`src/rtl/dbg_halt_ctrl.sv`:
```
module dbg_halt_ctrl #(
  parameter int AW = 8,
  parameter logic [15:0] KEY = 16'hA05F
) (
  input  logic          clk,
  input  logic          rst_n,
  input  logic          acc_valid,
  input  logic          acc_write,
  input  logic [AW-1:0] acc_addr,
  input  logic [31:0]   acc_wdata,
  output logic [31:0]   acc_rdata,
  input  logic          core_halted,
  input  logic          core_sleeping,
  input  logic          core_lockup,
  input  logic          core_retired,
  input  logic          core_reset,
  input  logic          core_restarted,
  input  logic          ext_restart,
  output logic          dbg_en,
  output logic          halt_req,
  output logic          step_req,
  output logic          mask_ints,
  output logic          xfer_req,
  output logic          xfer_wr,
  output logic [6:0]    xfer_sel,
  output logic [31:0]   xfer_wdata,
  input  logic          xfer_ack,
  input  logic [31:0]   xfer_rdata,
  output logic          trace_en,
  output logic          catch_hardfault,
  output logic          catch_reset,
  input  logic          ext_inv_en,
  input  logic          ext_noninv_en,
  output logic          invasive_en,
  output logic          noninvasive_en,
  output logic          sec_state,
  output logic          bank_sel_en,
  output logic          bank_sel
);
  localparam logic [AW-1:0] OFF_CTRL = AW'(8'h10);
  localparam logic [AW-1:0] OFF_SEL  = AW'(8'h14);
  localparam logic [AW-1:0] OFF_DATA = AW'(8'h18);
  localparam logic [AW-1:0] OFF_CATC = AW'(8'h1C);
  localparam logic [AW-1:0] OFF_AUTH = AW'(8'h24);
  localparam logic [AW-1:0] OFF_SEC  = AW'(8'h28);

  logic wr, rd, key_ok, ready, done;
  logic ret_st, rst_st, rsr_st;
  logic [31:0] data_q;
  logic [3:0]  auth_q;

  assign wr     = acc_valid & acc_write;
  assign rd     = acc_valid & ~acc_write;
  assign key_ok = acc_wdata[31:16] == KEY;
  assign ready  = ~xfer_req;
  assign done   = xfer_req & xfer_ack;

  always_ff @(posedge clk or negedge rst_n)
    if (!rst_n) {mask_ints, step_req, halt_req, dbg_en} <= '0;
    else begin
      if (wr && acc_addr == OFF_CTRL && key_ok)
        {mask_ints, step_req, halt_req, dbg_en} <= acc_wdata[3:0];
      if (ext_restart) halt_req <= 1'b0;
    end

  always_ff @(posedge clk or negedge rst_n)
    if (!rst_n) {ret_st, rst_st, rsr_st} <= '0;
    else begin
      ret_st <= core_retired   | (ret_st & ~(rd && acc_addr == OFF_CTRL));
      rst_st <= core_reset     | (rst_st & ~(rd && acc_addr == OFF_CTRL));
      rsr_st <= core_restarted | (rsr_st & ~(rd && acc_addr == OFF_CTRL));
    end

  always_ff @(posedge clk or negedge rst_n)
    if (!rst_n) begin
      xfer_req <= 1'b0;
      xfer_wr  <= 1'b0;
      xfer_sel <= '0;
      data_q   <= '0;
    end else begin
      if (wr && acc_addr == OFF_SEL && ready) begin
        xfer_req <= 1'b1;
        xfer_wr  <= acc_wdata[16];
        xfer_sel <= acc_wdata[6:0];
      end else if (done) xfer_req <= 1'b0;
      if (done && !xfer_wr) data_q <= xfer_rdata;
      else if (wr && acc_addr == OFF_DATA) data_q <= acc_wdata;
    end

  always_ff @(posedge clk or negedge rst_n)
    if (!rst_n) begin
      {trace_en, catch_hardfault, catch_reset} <= '0;
      auth_q <= '0;
      {sec_state, bank_sel, bank_sel_en} <= '0;
    end else if (wr) begin
      if (acc_addr == OFF_CATC)
        {trace_en, catch_hardfault, catch_reset} <= {acc_wdata[24], acc_wdata[10], acc_wdata[0]};
      if (acc_addr == OFF_AUTH) auth_q <= acc_wdata[3:0];
      if (acc_addr == OFF_SEC) begin
        {bank_sel, bank_sel_en} <= acc_wdata[1:0];
        if (!acc_wdata[17]) sec_state <= acc_wdata[16];
      end
    end

  assign xfer_wdata     = data_q;
  assign invasive_en    = auth_q[0] ? auth_q[1] : ext_inv_en;
  assign noninvasive_en = auth_q[2] ? auth_q[3] : ext_noninv_en;

  always_comb begin
    acc_rdata = '0;
    case (acc_addr)
      OFF_CTRL: acc_rdata = {5'b0, rsr_st, rst_st, ret_st, 4'b0, core_lockup, core_sleeping,
                             core_halted, ready, 12'b0, mask_ints, step_req, halt_req, dbg_en};
      OFF_DATA: acc_rdata = data_q;
      OFF_CATC: acc_rdata = {7'b0, trace_en, 13'b0, catch_hardfault, 9'b0, catch_reset};
      OFF_AUTH: acc_rdata = {28'b0, auth_q};
      OFF_SEC:  acc_rdata = {15'b0, sec_state, 14'b0, bank_sel, bank_sel_en};
      default:  acc_rdata = '0;
    endcase
  end
endmodule


```
`config.mk`:
```
export PLATFORM = sky130hd
export DESIGN_NAME = dbg_halt_ctrl
export DESIGN_NICKNAME = d
export VERILOG_FILES = /design/src/rtl/dbg_halt_ctrl.sv
export SDC_FILE = /design/constraint.sdc
export NUM_CORES = 1
export LEC_CHECK = 0
export ABC_AREA = 1
export BUFFER_PORTS_ARGS = -buffer_cell sky130_fd_sc_hd__buf_2
export CORE_ASPECT_RATIO = 0.6
export CORE_MARGIN = 2
export CORE_UTILIZATION = 50
export DETAILED_ROUTE_END_ITERATION = 10
export PLACE_DENSITY = 0.87
export SKIP_LAST_GASP = 1
export SYNTH_ARGS = -nofsm -noshare
export SYNTH_HDL_FRONTEND = slang
export SYNTH_SLANG_ARGS = --single-unit
```
`constraint.sdc`:
```
create_clock -name clk -period 3.6 [get_ports clk]
set_input_delay 0.54 -clock clk [delete_from_list [all_inputs] [get_ports clk]]
set_output_delay 0.54 -clock clk [all_outputs]
set_load 0.02 [all_outputs]
```
==> results of run 1 <==
-- through the flow --
| step | util | hold slack, ns |
|---|---|---|
| after floorplan | - | 0.244 |
| after global placement | 0.643 | 0.449 |
| after detailed placement | 0.643 | 0.454 |
| after CTS | 0.674 | 0.297 |
| after global routing | 0.674 | 0.330 |
| final | 0.674 | 0.289 |
-- final timing paths --
path	startpoint	end	slack [ns]	cells after the start
max	acc_addr[5]	acc_rdata[0]	1.01	10
min	rst_n	bank_sel	0.29	1
min reg2reg	xfer_sel[0]	xfer_sel[0]	0.47	2
max reg2reg	xfer_wr	xfer_wdata[27]	1.85	5
max in group asynchronous	rst_n	xfer_wdata[3]	2.47	2
min in group clk	core_retired	ret_st	0.41	2
-- metal layers --
| layer | up-vias | wire length [µm] | share of wire | track usage |
|---|---|---|---|---|
| li1 | 1842 | - | - | - |
| met1 | 1745 | 4460 | 0.45 | 0.362 |
| met2 | 169 | 4490 | 0.45 | 0.410 |
| met3 | 12 | 934 | 0.094 | 0.0792 |
| met4 | 0 | 83 | 0.0083 | 0.0839 |
| met5 | - | 0 | 0 | 0 |
-- cells in the mapped netlist --
master and count:
sky130_fd_sc_hd__nand2_1 143, sky130_fd_sc_hd__inv_1 84, sky130_fd_sc_hd__dfrtp_1 58, sky130_fd_sc_hd__nand3_1 50, sky130_fd_sc_hd__o21ai_0 48, sky130_fd_sc_hd__nor2_1 40, sky130_fd_sc_hd__o21ai_1 22, sky130_fd_sc_hd__buf_2 7
sky130_fd_sc_hd__buf_4 6, sky130_fd_sc_hd__clkbuf_1 6, sky130_fd_sc_hd__nor2_4 4, sky130_fd_sc_hd__o211ai_1 4, sky130_fd_sc_hd__o21bai_1 3, sky130_fd_sc_hd__nand2_4 2, sky130_fd_sc_hd__a21oi_1 1, sky130_fd_sc_hd__and3_1 1
sky130_fd_sc_hd__buf_1 1, sky130_fd_sc_hd__buf_6 1, sky130_fd_sc_hd__inv_2 1, sky130_fd_sc_hd__nand2_2 1, sky130_fd_sc_hd__nand3_2 1, sky130_fd_sc_hd__nand3b_4 1, sky130_fd_sc_hd__nand4_1 1, sky130_fd_sc_hd__nor2_2 1
sky130_fd_sc_hd__nor3_4 1
-- kinds of logic after synthesis --
group	Yosys count
simple gates	246
buf+inv	106
compound gates	78
flops	58
-- critical path, cell delays in order --
cell and delay (ns):
sky130_fd_sc_hd__buf_2 0.10, sky130_fd_sc_hd__inv_2 0.07, sky130_fd_sc_hd__nand2_1 0.09, sky130_fd_sc_hd__nor2_4 0.46
sky130_fd_sc_hd__nand2_1 0.09, sky130_fd_sc_hd__buf_4 0.24, sky130_fd_sc_hd__o21ai_0 0.16, sky130_fd_sc_hd__inv_1 0.05
sky130_fd_sc_hd__nand3_1 0.07, sky130_fd_sc_hd__buf_2 0.16
-- power by group --
part / switching (µW) / internal (µW)
registers: 35.1 / 706
clock network: 254 / 354
logic: 204 / 114
total: 493 / 1170
-- cell type report --
| class | count | area [µm²] |
|---|---|---|
| Multi-Input combinational cell | 324 | 1480 |
| Tap cell | 87 | 109 |
| Timing Repair Buffer | 173 | 873 |
| Clock buffer | 11 | 151 |
| Fill cell | 601 | 2150 |
| Sequential cell | 58 | 1450 |
| Clock inverter | 5 | 52.6 |
| Inverter | 85 | 319 |
==> metrics.md, run 1 <==
| Metric | Value |
|---|---|
| Result of the run | finished, final reports clean |
| Standby leakage power | 0.00277 µW |
| Violation count after the first detailed-route iteration | 240 |
| Adder-cell area share of the yosys netlist | 0 |
| Clock root buffer | sky130_fd_sc_hd__clkbuf_8 |
| Die X | 110 µm |
| Hold buffer count at cts | 0 |
| Unrepaired setup endpoints after global routing | no |
| Aggregate global-route resource usage | 0.266 |
| HPWL reported at the end of detailed placement | 7640 µm |
| Number of antenna cells inserted | 0 |
| Power Total | 1670 µW |
| Core Box Area | 6590 µm² |
| Number of levels the H-tree was split into | 3 |
| Worst Path Required | 3.06 ns |
| Maximum ir drop on the vdd rail | 0.219 mV |
| Drc violations | 0 |
| Share of the yosys chip area belonging to registers | 0.430 |
| Setup total negative slack | 0 ns |
| Maximum count of clock buffers along a single path | 2 |
| Count of final max-slew check failures | 0 |
| Max_slew headroom | 0.479 |
| Share of synthesized area spent on multiplexers | 0 |
| Arr. time, crit path | 2.05 ns |
| Area delta synth->final | 31.7% |
| Max Clk Rate | 387 MHz |
| Synthesis Warnings | 0 |
| Ranking of synthesized cells by area | sky130_fd_sc_hd__dfrtp_1 (43%), sky130_fd_sc_hd__nand2_1 (16%), sky130_fd_sc_hd__inv_1 (9.4%) |
| Buffer count from post-CTS setup fixing | 0 |
| Gate Count Post-Synth | 488 |
| Input/output buffers | 170 |
| Total routed wirelength | 9970 µm |
| Mapped cell area | 3370 µm² |
| Period minus WS final | 2.59 ns |
| Type of element launching the critical path | primary input |
| Power density of the placed cells | 375 nW/µm² |
| Clock insertion delay at the later pin of the skew report | 0.33 ns |
| Total of max-cap violations | 0 |
| Synthesized area per cell | 6.91 µm² |
| Top-level I/O count | 171 |
| Post-synthesis sequential element count | 58 |
| Number of antenna violations at the first check in global routing | 0 |
| Final antenna-violating net count | 0 |
| Largest net degree at the start of global routing | 55 |
| Number of flip-flops in the largest register | 32 |
| Placement Cell Area | 4240 µm² |
| Final RePlAce weighted congestion | 0.891 |
| Floorplan die height | 67.6 µm |
| Grt total ovfl | 0 |
| Post-Synthesis Net Count | 574 |
| Path type of the worst min-delay path | primary input to asynchronous set/reset pin |
| Fin worst setup slack | 1.01 ns |
| Initial core utilization | 0.512 |
| Placement Setup Slack | 1.02 ns |
| Dominant combinational cell family by area after synthesis | simple AND/OR/NAND/NOR gates |
| Cell type with the highest aggregate area in the netlist | sky130_fd_sc_hd__dfrtp_1 |
| Detailed Routing Iterations Pass 1 | 5 |
| Final design instance area without fill | 4440 µm² |
| Critical Path Sink Type | primary output |
| Overall die area | 7440 µm² |
| Via count | 3768 |
| Post-synthesis share of cell area spent on and, or, nand and nor gates | 0.319 |
| Area fraction in compound gates after synthesis | 0.121 |
| Clk sink count | 58 |
| Number of setup violations in the final report | 0 |
| Number of global-route vias before repair | 3182 |
| Clock tree from TritonCTS | done |
| Area share of the leading cell type in the synthesized netlist | 0.430 |
| Crit share post-route | 0.719 |
| Actual transition at the worst max-transition pin | 0.781 ns |
| Post-synthesis xor/xnor area fraction | 0 |
| Post-layout instance count excluding filler cells | 743 |
| Commonest non-fill, non-tap cells in the layout | sky130_fd_sc_hd__buf_2 (170), sky130_fd_sc_hd__nand2_1 (143), sky130_fd_sc_hd__inv_1 (84) |
| Total CTS buffers | 9 |
| Layout Skew | 0.00705 ns |
| Wire length per cell after detailed routing | 13.4 µm |
| Worst-path maximum fanout | 26 |
| Avg Vias per Cell | 5.07 |
| Commonest non-fill, non-tap cell in the layout | sky130_fd_sc_hd__buf_2 |
| Clock-pin transition on the worst setup and hold timing paths | 0.07 ns |
| Distinct cells, synth | 25 |
| Post-cts repair resize count | 0 |
| Fraction of layout instances using a drive strength above 1 | 0.306 |
| Category of the most critical setup path | primary input to primary output |
| First-pass GRT wire length | 14900 µm |
| Num rows | 23 |
| Layout net count | 737 |
| Hold violation count in the final report | 0 |
| Total instance count after detailed placement | 727 |
(Power assumes the default switching activity.)
==> run 2: changes to the inputs <==
--- a/config.mk
+++ b/config.mk
@@ -5,13 +5,13 @@
 export SDC_FILE = /design/constraint.sdc
 export NUM_CORES = 1
 export LEC_CHECK = 0
-export ABC_AREA = 1
+export ABC_AREA = 0
 export BUFFER_PORTS_ARGS = -buffer_cell sky130_fd_sc_hd__buf_2
 export CORE_ASPECT_RATIO = 0.6
 export CORE_MARGIN = 2
-export CORE_UTILIZATION = 50
+export CORE_UTILIZATION = 40
 export DETAILED_ROUTE_END_ITERATION = 10
-export PLACE_DENSITY = 0.87
+export PLACE_DENSITY = 0.77
 export SKIP_LAST_GASP = 1
 export SYNTH_ARGS = -nofsm -noshare
 export SYNTH_HDL_FRONTEND = slang
==> constraint.sdc (replaced) <==
create_clock -name clk -period 2.33 [get_ports clk]
set_input_delay 0.3495 -clock clk [delete_from_list [all_inputs] [get_ports clk]]
set_output_delay 0.3495 -clock clk [all_outputs]
set_load 0.02 [all_outputs]
==> run 2 against run 1 <==
- worst hold slack worse by 0.26 ns
- clock power is 140% higher
- via count is 22% lower
- global-route usage is 4.0 points lower
- register-to-register slack worse by 0.94 ns
- count of clock-buffer cells in the layout is 1 higher
- non-clock buffer count is 8 higher
- routed wire length is 8.0% lower
- cell count is 25% lower
- first-iteration DRC count is 41% lower
- critical path type unchanged
- largest cell class is now sequential cells
- largest power group is now the clock network
==> metrics.md, run 2 <==
| Metric | Value |
|---|---|
| Result of the run | finished, final reports clean |
| Grt total ovfl | 0 (unchanged) |
| FILL cells | 630 (+4.8%) |
| Synthesized area per cell | 10.8 µm² (+56%) |
| Violation count after the first detailed-route iteration | 142 (-41%) |
| Cell type with the highest aggregate area in the netlist | sky130_fd_sc_hd__dfrtp_1 |
| Area of combinational cells with multiple inputs | 1430 µm² (-3.6%) |
| Cell chain of the critical path | buf_2 > nor4b_4 > and2_1 > buf_4 > a222oi_1 > inv_1 > buf_2 |
| CP top delay family | simple AND/OR/NAND/NOR gates |
| Critical Path Slowest Stage Cell | sky130_fd_sc_hd__nor4b_4 |
| Highest cell delay on the worst timing path | 0.48 ns (+0.02 ns) |
| Buffers and inverters on the worst path | 4 (-1) |
| Unrepaired setup endpoints after global routing | no |
| Clock root buffer | sky130_fd_sc_hd__clkbuf_16 |
| Distinct cells, synth | 34 (+36%) |
| Area taken by flip-flops and latches | 1450 µm² (unchanged) |
| Ranking of synthesized cells by area | sky130_fd_sc_hd__dfrtp_1 (49%), sky130_fd_sc_hd__mux2i_1 (11%), sky130_fd_sc_hd__mux2_2 (8.7%) |
| Max_slew headroom | 0.590 (+0.111) |
| Drc violations | 0 (unchanged) |
| Fraction of layout instances using a drive strength above 1 | 0.504 (+0.198) |
| Number of antenna cells inserted | 0 (unchanged) |
| Maximum ir drop on the vdd rail | 0.307 mV (+41%) |
| Worst-path maximum fanout | 8 (-69%) |
| Wire length per cell after detailed routing | 16.4 µm (+23%) |
| Count of final max-slew check failures | 0 (unchanged) |
| Number of global-route vias before repair | 2782 (-13%) |
| Number of flops mapped to enable cells by yosys | 0 (unchanged) |
| Hold buffer count at cts | 0 (unchanged) |
| Hold violation count in the final report | 0 (unchanged) |
| Post-cts repair resize count | 0 (unchanged) |
| Critical path's most frequent cell | sky130_fd_sc_hd__buf_2 |
| Num rows | 24 (+4.3%) |
| Category of the most critical setup path | primary input to primary output |
| Post-synthesis share of cell area spent on and, or, nand and nor gates | 0.169 (-0.150) |
| Mapped cell area | 2970 µm² (-12%) |
| Number of levels the H-tree was split into | 3 (unchanged) |
| Power Total | 2880 µW (+73%) |
| Area share of the leading cell type in the synthesized netlist | 0.489 (+0.0582) |
| Most frequent cells after synthesis | sky130_fd_sc_hd__dfrtp_1 (58), sky130_fd_sc_hd__a21oi_1 (34), sky130_fd_sc_hd__nor2_1 (33), sky130_fd_sc_hd__mux2i_1 (32), sky130_fd_sc_hd__mux2_2 (23) |
| Buffer count from post-CTS setup fixing | 0 (unchanged) |
| Input/output buffers | 170 (unchanged) |
| Final antenna-violating net count | 0 (unchanged) |
| HPWL reported at the end of detailed placement | 7010 µm (-8.2%) |
| Final RePlAce weighted congestion | 0.882 (-1.1%) |
| Synthesis Warnings | 0 (unchanged) |
| Post-synthesis sequential element count | 58 (unchanged) |
| Clk sink count | 58 (unchanged) |
| Aggregate global-route resource usage | 0.227 (-0.0395) |
| Commonest non-fill, non-tap cells in the layout | sky130_fd_sc_hd__buf_2 (170), sky130_fd_sc_hd__dfrtp_1 (58), sky130_fd_sc_hd__a21oi_1 (34) |
| Gate Count Post-Synth | 275 (-44%) |
| Share of the yosys chip area belonging to registers | 0.489 (+0.0582) |
| Actual transition at the worst max-transition pin | 0.615 ns (-0.166 ns) |
| Worst Path Required | 1.98 ns (-1.08 ns) |
| Avg Vias per Cell | 5.23 (+3.2%) |
| Number of setup violations in the final report | 0 (unchanged) |
| Core Box Area | 7240 µm² (+9.8%) |
| Top-level I/O count | 171 (unchanged) |
| Standby leakage power | 0.00266 µW (-3.7%) |
| Type of element launching the critical path | primary input |
| Largest net degree at the start of global routing | 65 (+18%) |
| Share of flip-flops with an asynchronous set or reset | 1.00 (unchanged) |
| Most frequently used flop master after synthesis | sky130_fd_sc_hd__dfrtp_1 |
| Overall die area | 8150 µm² (+9.6%) |
| Most used standard cell by instance count after synthesis | sky130_fd_sc_hd__dfrtp_1 |
| Setup total negative slack | 0 ns (unchanged) |
| Number of flip-flops in the largest register | 32 (unchanged) |
| Layout Skew | 0.00801 ns (+0.000955 ns) |
| Critical Path Sink Type | primary output |
| Number of antenna violations at the first check in global routing | 0 (unchanged) |
| Total of max-cap violations | 0 (unchanged) |
| Commonest non-fill, non-tap cell in the layout | sky130_fd_sc_hd__buf_2 |
| Clock-pin transition on the worst setup and hold timing paths | 0.05 ns (-0.02 ns) |
| Layout net count | 535 (-27%) |
| Clock insertion delay at the later pin of the skew report | 0.32 ns (about the same) |
| Area fraction in compound gates after synthesis | 0.115 (-0.00639) |
| Initial core utilization | 0.410 (-0.101) |
| Area delta synth->final | 45.4% |
| First-pass GRT wire length | 14200 µm (-4.5%) |
| Detailed Routing Iterations Pass 1 | 5 (unchanged) |
| Adder-cell area share of the yosys netlist | 0 (unchanged) |
| Via count | 2921 (-22%) |
| Period minus WS final | 2.17 ns |
| Total CTS buffers | 9 (unchanged) |
| Arr. time, crit path | 1.82 ns (-0.23 ns) |
| Die X | 115 µm (+4.8%) |
| Total routed wirelength | 9170 µm (-8.0%) |
| Max Clk Rate | 461 MHz |
| Dominant combinational cell family by area after synthesis | multiplexers |
| Floorplan die height | 70.8 µm (+4.6%) |
| Clock tree from TritonCTS | done |
| Crit share post-route | 0.932 |
| Share of synthesized area spent on multiplexers | 0.195 (+0.195) |
| Maximum count of clock buffers along a single path | 2 (unchanged) |
| Path type of the worst min-delay path | primary input to asynchronous set/reset pin |
| Post-synthesis xor/xnor area fraction | 0 (unchanged) |
| Power density of the placed cells | 668 nW/µm² (+78%) |
| Post-Synthesis Net Count | 361 (-37%) |
==> run 2: cell types whose count changed after synthesis, sizes merged, moves of 12 or more <==
cell,before,now
a21oi,1,34
nor2,45,33
o21ai,70,1
nand2,146,6
inv,85,6
mux2i,0,32
and3,1,20
mux2,0,23
nand3,51,5
==> run 2: power breakdown <==
part	leakage [µW]	internal (µW)	switching, µW
Sequential	0.000785	1060	42.0
Clock	0.000165	1020	431
Combinational	0.00172	140	189
==> run 2: cell type report <==
type                            instances  area share
Inverter                                6     0.00521
Sequential cell                        58       0.336
Clock buffer                           12      0.0617
Tap cell                              104      0.0301
Timing Repair Buffer                  181       0.219
Multi-Input combinational cell        193       0.331
Clock inverter                          4      0.0168
==> run 2: layer usage <==
layer,wire length [µm],part of all wire,track usage,vias up
met3,820,0.089,0.0660,8
met4,63,0.0069,0.0576,0
met5,0,0,0,-
li1,-,-,-,1349
met2,4370,0.48,0.375,138
met1,3910,0.43,0.295,1426
==> run 2: kinds of logic (layout without fill, tap and decap cells) <==
logic type             count (synthesis)  count (layout)
AO/OA/AOI/OAI                         54              54
buffers and inverters                 24             203
flip-flops                            58              58
multiplexers                          55              55
AND/OR/NAND/NOR                       84              84
==> run 2: stage by stage <==
step / instance area, µm² / worst slack (ns) / utilization / hold WS (ns) / std cells
2_1_floorplan: 2970 / 0.463 / - / 0.0539 / 275
3_3_place_gp: 3980 / 0.0470 / 0.550 / 0.372 / 542
3_5_place_dp: 3980 / 0.0392 / 0.550 / 0.382 / 542
4_1_cts: 4320 / 0.172 / 0.597 / 0.0426 / 558
5_1_grt: 4320 / 0.107 / 0.597 / 0.0650 / 558
6_report: 4320 / 0.159 / 0.597 / 0.0310 / 558
==> run 2: final timing paths <==
path                       cells after the start        endpoint   startpoint  slack [ns]
hold reg to reg                                1          rsr_st       rsr_st        0.48
setup reg to reg                               4  xfer_wdata[25]     xfer_req        0.91
hold / removal                                 1          rst_st        rst_n        0.03
min in group clk                               2        halt_req  ext_restart        0.21
setup / recovery                               7    acc_rdata[2]  acc_addr[5]        0.16
max in group asynchronous                      2        bank_sel        rst_n        1.70
==> run 3: changes to the inputs <==
--- a/config.mk
+++ b/config.mk
@@ -7,11 +7,11 @@
 export LEC_CHECK = 0
 export ABC_AREA = 0
 export BUFFER_PORTS_ARGS = -buffer_cell sky130_fd_sc_hd__buf_2
-export CORE_ASPECT_RATIO = 0.6
 export CORE_MARGIN = 2
-export CORE_UTILIZATION = 40
+export CORE_UTILIZATION = 41
+export CTS_BUF_LIST = sky130_fd_sc_hd__clkbuf_2 sky130_fd_sc_hd__clkbuf_4 sky130_fd_sc_hd__clkbuf_8
 export DETAILED_ROUTE_END_ITERATION = 10
-export PLACE_DENSITY = 0.77
+export PLACE_DENSITY = 0.79
 export SKIP_LAST_GASP = 1
 export SYNTH_ARGS = -nofsm -noshare
 export SYNTH_HDL_FRONTEND = slang
==> run 3 against run 2 <==
- clock skew about the same
- non-clock buffer count increased by 3
- fmax decreased by 0.31%
- routed wire length decreased by 1.5%
- sequential power about the same
- first-iteration DRC count increased by 3.5%
- cell count decreased by 0.36%
- final area decreased by 3.1%
- count of clock-buffer cells in the layout increased by 1
- critical endpoint is now acc_rdata[24]
- largest power group is now registers
==> metrics.md, run 3 (synthesized netlist as in run 2, its figures left out) <==
| Metric | Value |
|---|---|
| Critical path's most frequent cell | sky130_fd_sc_hd__buf_2 |
| Critical Path Slowest Stage Cell | sky130_fd_sc_hd__nor4b_4 |
| HPWL reported at the end of detailed placement | 7000 µm (-0.16%) |
| Violation count after the first detailed-route iteration | 147 (+3.5%) |
| Top-level I/O count | 171 (unchanged) |
| Floorplan die height | 89.1 µm (+26%) |
| Standby leakage power | 0.00262 µW (-1.8%) |
| Worst-path maximum fanout | 6 (-2) |
| Worst Path Required | 1.98 ns (about the same) |
| Clock insertion delay at the later pin of the skew report | 0.33 ns (about the same) |
| Detailed Routing Iterations Pass 1 | 4 (-1) |
| Number of global-route vias before repair | 2821 (+1.4%) |
| Core Box Area | 7140 µm² (-1.4%) |
| Critical Path Sink Type | primary output |
| Setup total negative slack | 0 ns (unchanged) |
| Cell chain of the critical path | buf_2 > nor4b_4 > and2_1 > buf_4 > a222oi_1 > inv_1 > buf_2 |
| Initial core utilization | 0.416 (+0.00576) |
| Arr. time, crit path | 1.83 ns (about the same) |
| Area delta synth->final | 40.9% |
| Hold violation count in the final report | 0 (unchanged) |
| Num rows | 31 (+29%) |
| Layout net count | 538 (+0.56%) |
| Final standard cell utilization of the core | 0.586 (-0.0106) |
| Worst reg-to-reg setup slack | 0.90 ns (about the same) |
| Post-cts repair resize count | 0 (unchanged) |
| Actual transition at the worst max-transition pin | 0.467 ns (-0.148 ns) |
| Layout Skew | 0.00836 ns (+0.000354 ns) |
| Number of antenna violations at the first check in global routing | 0 (unchanged) |
| Total of max-cap violations | 0 (unchanged) |
| Maximum count of clock buffers along a single path | 2 (unchanged) |
| Overall die area | 7940 µm² (-2.6%) |
| Largest net degree at the start of global routing | 59 (-9.2%) |
| Wire length per cell after detailed routing | 16.3 µm (-1.1%) |
| Maximum ir drop on the vdd rail | 0.270 mV (-12%) |
| First-pass GRT wire length | 13500 µm (-5.3%) |
| Clk sink count | 58 (unchanged) |
| Number of setup violations in the final report | 0 (unchanged) |
| Commonest non-fill, non-tap cells in the layout | sky130_fd_sc_hd__buf_2 (170), sky130_fd_sc_hd__dfrtp_1 (58), sky130_fd_sc_hd__a21oi_1 (34) |
| Number of flip-flops in the largest register | 32 (unchanged) |
| Drc violations | 0 (unchanged) |
| Count of final max-slew check failures | 0 (unchanged) |
| Max_slew headroom | 0.686 (+0.0956) |
| Power density of the placed cells | 538 nW/µm² (-19%) |
| Number of levels the H-tree was split into | 3 (unchanged) |
| Buffers and inverters on the worst path | 4 (unchanged) |
| Type of element launching the critical path | primary input |
| Total CTS buffers | 9 (unchanged) |
| Avg Vias per Cell | 5.26 (+0.46%) |
| Result of the run | finished, final reports clean |
| Path type of the worst min-delay path | primary input to asynchronous set/reset pin |
| Input/output buffers | 170 (unchanged) |
| Clock root buffer | sky130_fd_sc_hd__clkbuf_8 |
| Die X | 89.1 µm (-23%) |
| Aggregate global-route resource usage | 0.225 (-0.00211) |
| Via count | 2924 (+0.10%) |
| Fraction of layout instances using a drive strength above 1 | 0.508 (+0.00325) |
| Total routed wirelength | 9040 µm (-1.5%) |
| Final RePlAce weighted congestion | 0.845 (-4.1%) |
| Highest cell delay on the worst timing path | 0.44 ns (-0.04 ns) |
| Final antenna-violating net count | 0 (unchanged) |
| Max Clk Rate | 459 MHz (-0.31%) |
| Category of the most critical setup path | primary input to primary output |
| Crit share post-route | 0.935 (+0.00290) |
| Unrepaired setup endpoints after global routing | no |
| Period minus WS final | 2.18 ns (+0.00676 ns) |
| Hold buffer count at cts | 0 (unchanged) |
| Clock-pin transition on the worst setup and hold timing paths | 0.06 ns (about the same) |
| Commonest non-fill, non-tap cell in the layout | sky130_fd_sc_hd__buf_2 |
| Grt total ovfl | 0 (unchanged) |
| CP top delay family | simple AND/OR/NAND/NOR gates |
| Buffer count from post-CTS setup fixing | 0 (unchanged) |
| Clock tree from TritonCTS | done |
| Number of antenna cells inserted | 0 (unchanged) |
==> run 3: cell count changes in the layout (fill, tap and decap cells not counted) <==
cell	delta
sky130_fd_sc_hd__clkbuf_16	-9
sky130_fd_sc_hd__clkbuf_8	+7
sky130_fd_sc_hd__clkbuf_4	+3
sky130_fd_sc_hd__buf_4	+2
sky130_fd_sc_hd__bufinv_16	-2
sky130_fd_sc_hd__clkinv_2	+2
sky130_fd_sc_hd__buf_12	+1
sky130_fd_sc_hd__clkinvlp_4	-1
==> run 3: per-layer routing <==
metal,part of all wire,global-route usage,up-vias
li1,-,-,1355
met1,0.41,0.265,1414
met2,0.51,0.398,142
met3,0.070,0.0406,13
met4,0.015,0.100,0
met5,0,0,-
==> run 3: where the power goes <==
part,total (µW),switching (µW),internal (µW),leakage (µW)
logic,329,187,141,0.00174
registers,1100,39.2,1060,0.000785
clock network,825,380,445,0.0000974
total,2250,606,1650,0.00262
==> run 3: layout make-up <==
type | instances | area (µm²)
clock buffers | 13 | 160
clock inverters | 3 | 15.0
fillers | 650 | 2950
inverters | 6 | 22.5
multi-input cells | 193 | 1430
flip-flops and latches | 58 | 1450
well taps | 99 | 124
repair buffers | 184 | 981
==> run 3: worst paths after layout <==
| kind | startpoint | end | cells past startpoint |
|---|---|---|---|
| setup / recovery | acc_addr[5] | acc_rdata[24] | 7 |
| hold / removal | rst_n | xfer_wdata[26] | 2 |
| setup reg to reg | xfer_req | xfer_sel[6] | 3 |
| hold reg to reg | ret_st | ret_st | 1 |
| max in group asynchronous | rst_n | xfer_req | 2 |
| min in group clk | ext_restart | halt_req | 2 |
==> run 3: worst register-to-register path: stages (launching register included) <==
cell                      delay [ns]
sky130_fd_sc_hd__dfrtp_1        0.46
sky130_fd_sc_hd__nor4_4         0.27
sky130_fd_sc_hd__buf_4          0.23
sky130_fd_sc_hd__mux2_2         0.36
==> run 3: per-stage QoR <==
| step | cell area [µm²] | power (µW) | cells | hold WS (ns) | setup WS [ns] |
|---|---|---|---|---|---|
| after floorplan | 2970 | 1250 | 275 | 0.0539 | 0.463 |
| after global placement | 4010 | 1440 | 540 | 0.377 | 0.186 |
| after detailed placement | 4010 | 1450 | 540 | 0.377 | 0.147 |
| after CTS | 4180 | 2280 | 556 | 0.0248 | 0.129 |
| after global routing | 4180 | 2350 | 556 | 0.0337 | 0.0709 |
| final | 4180 | 2250 | 556 | 0.0157 | 0.153 |
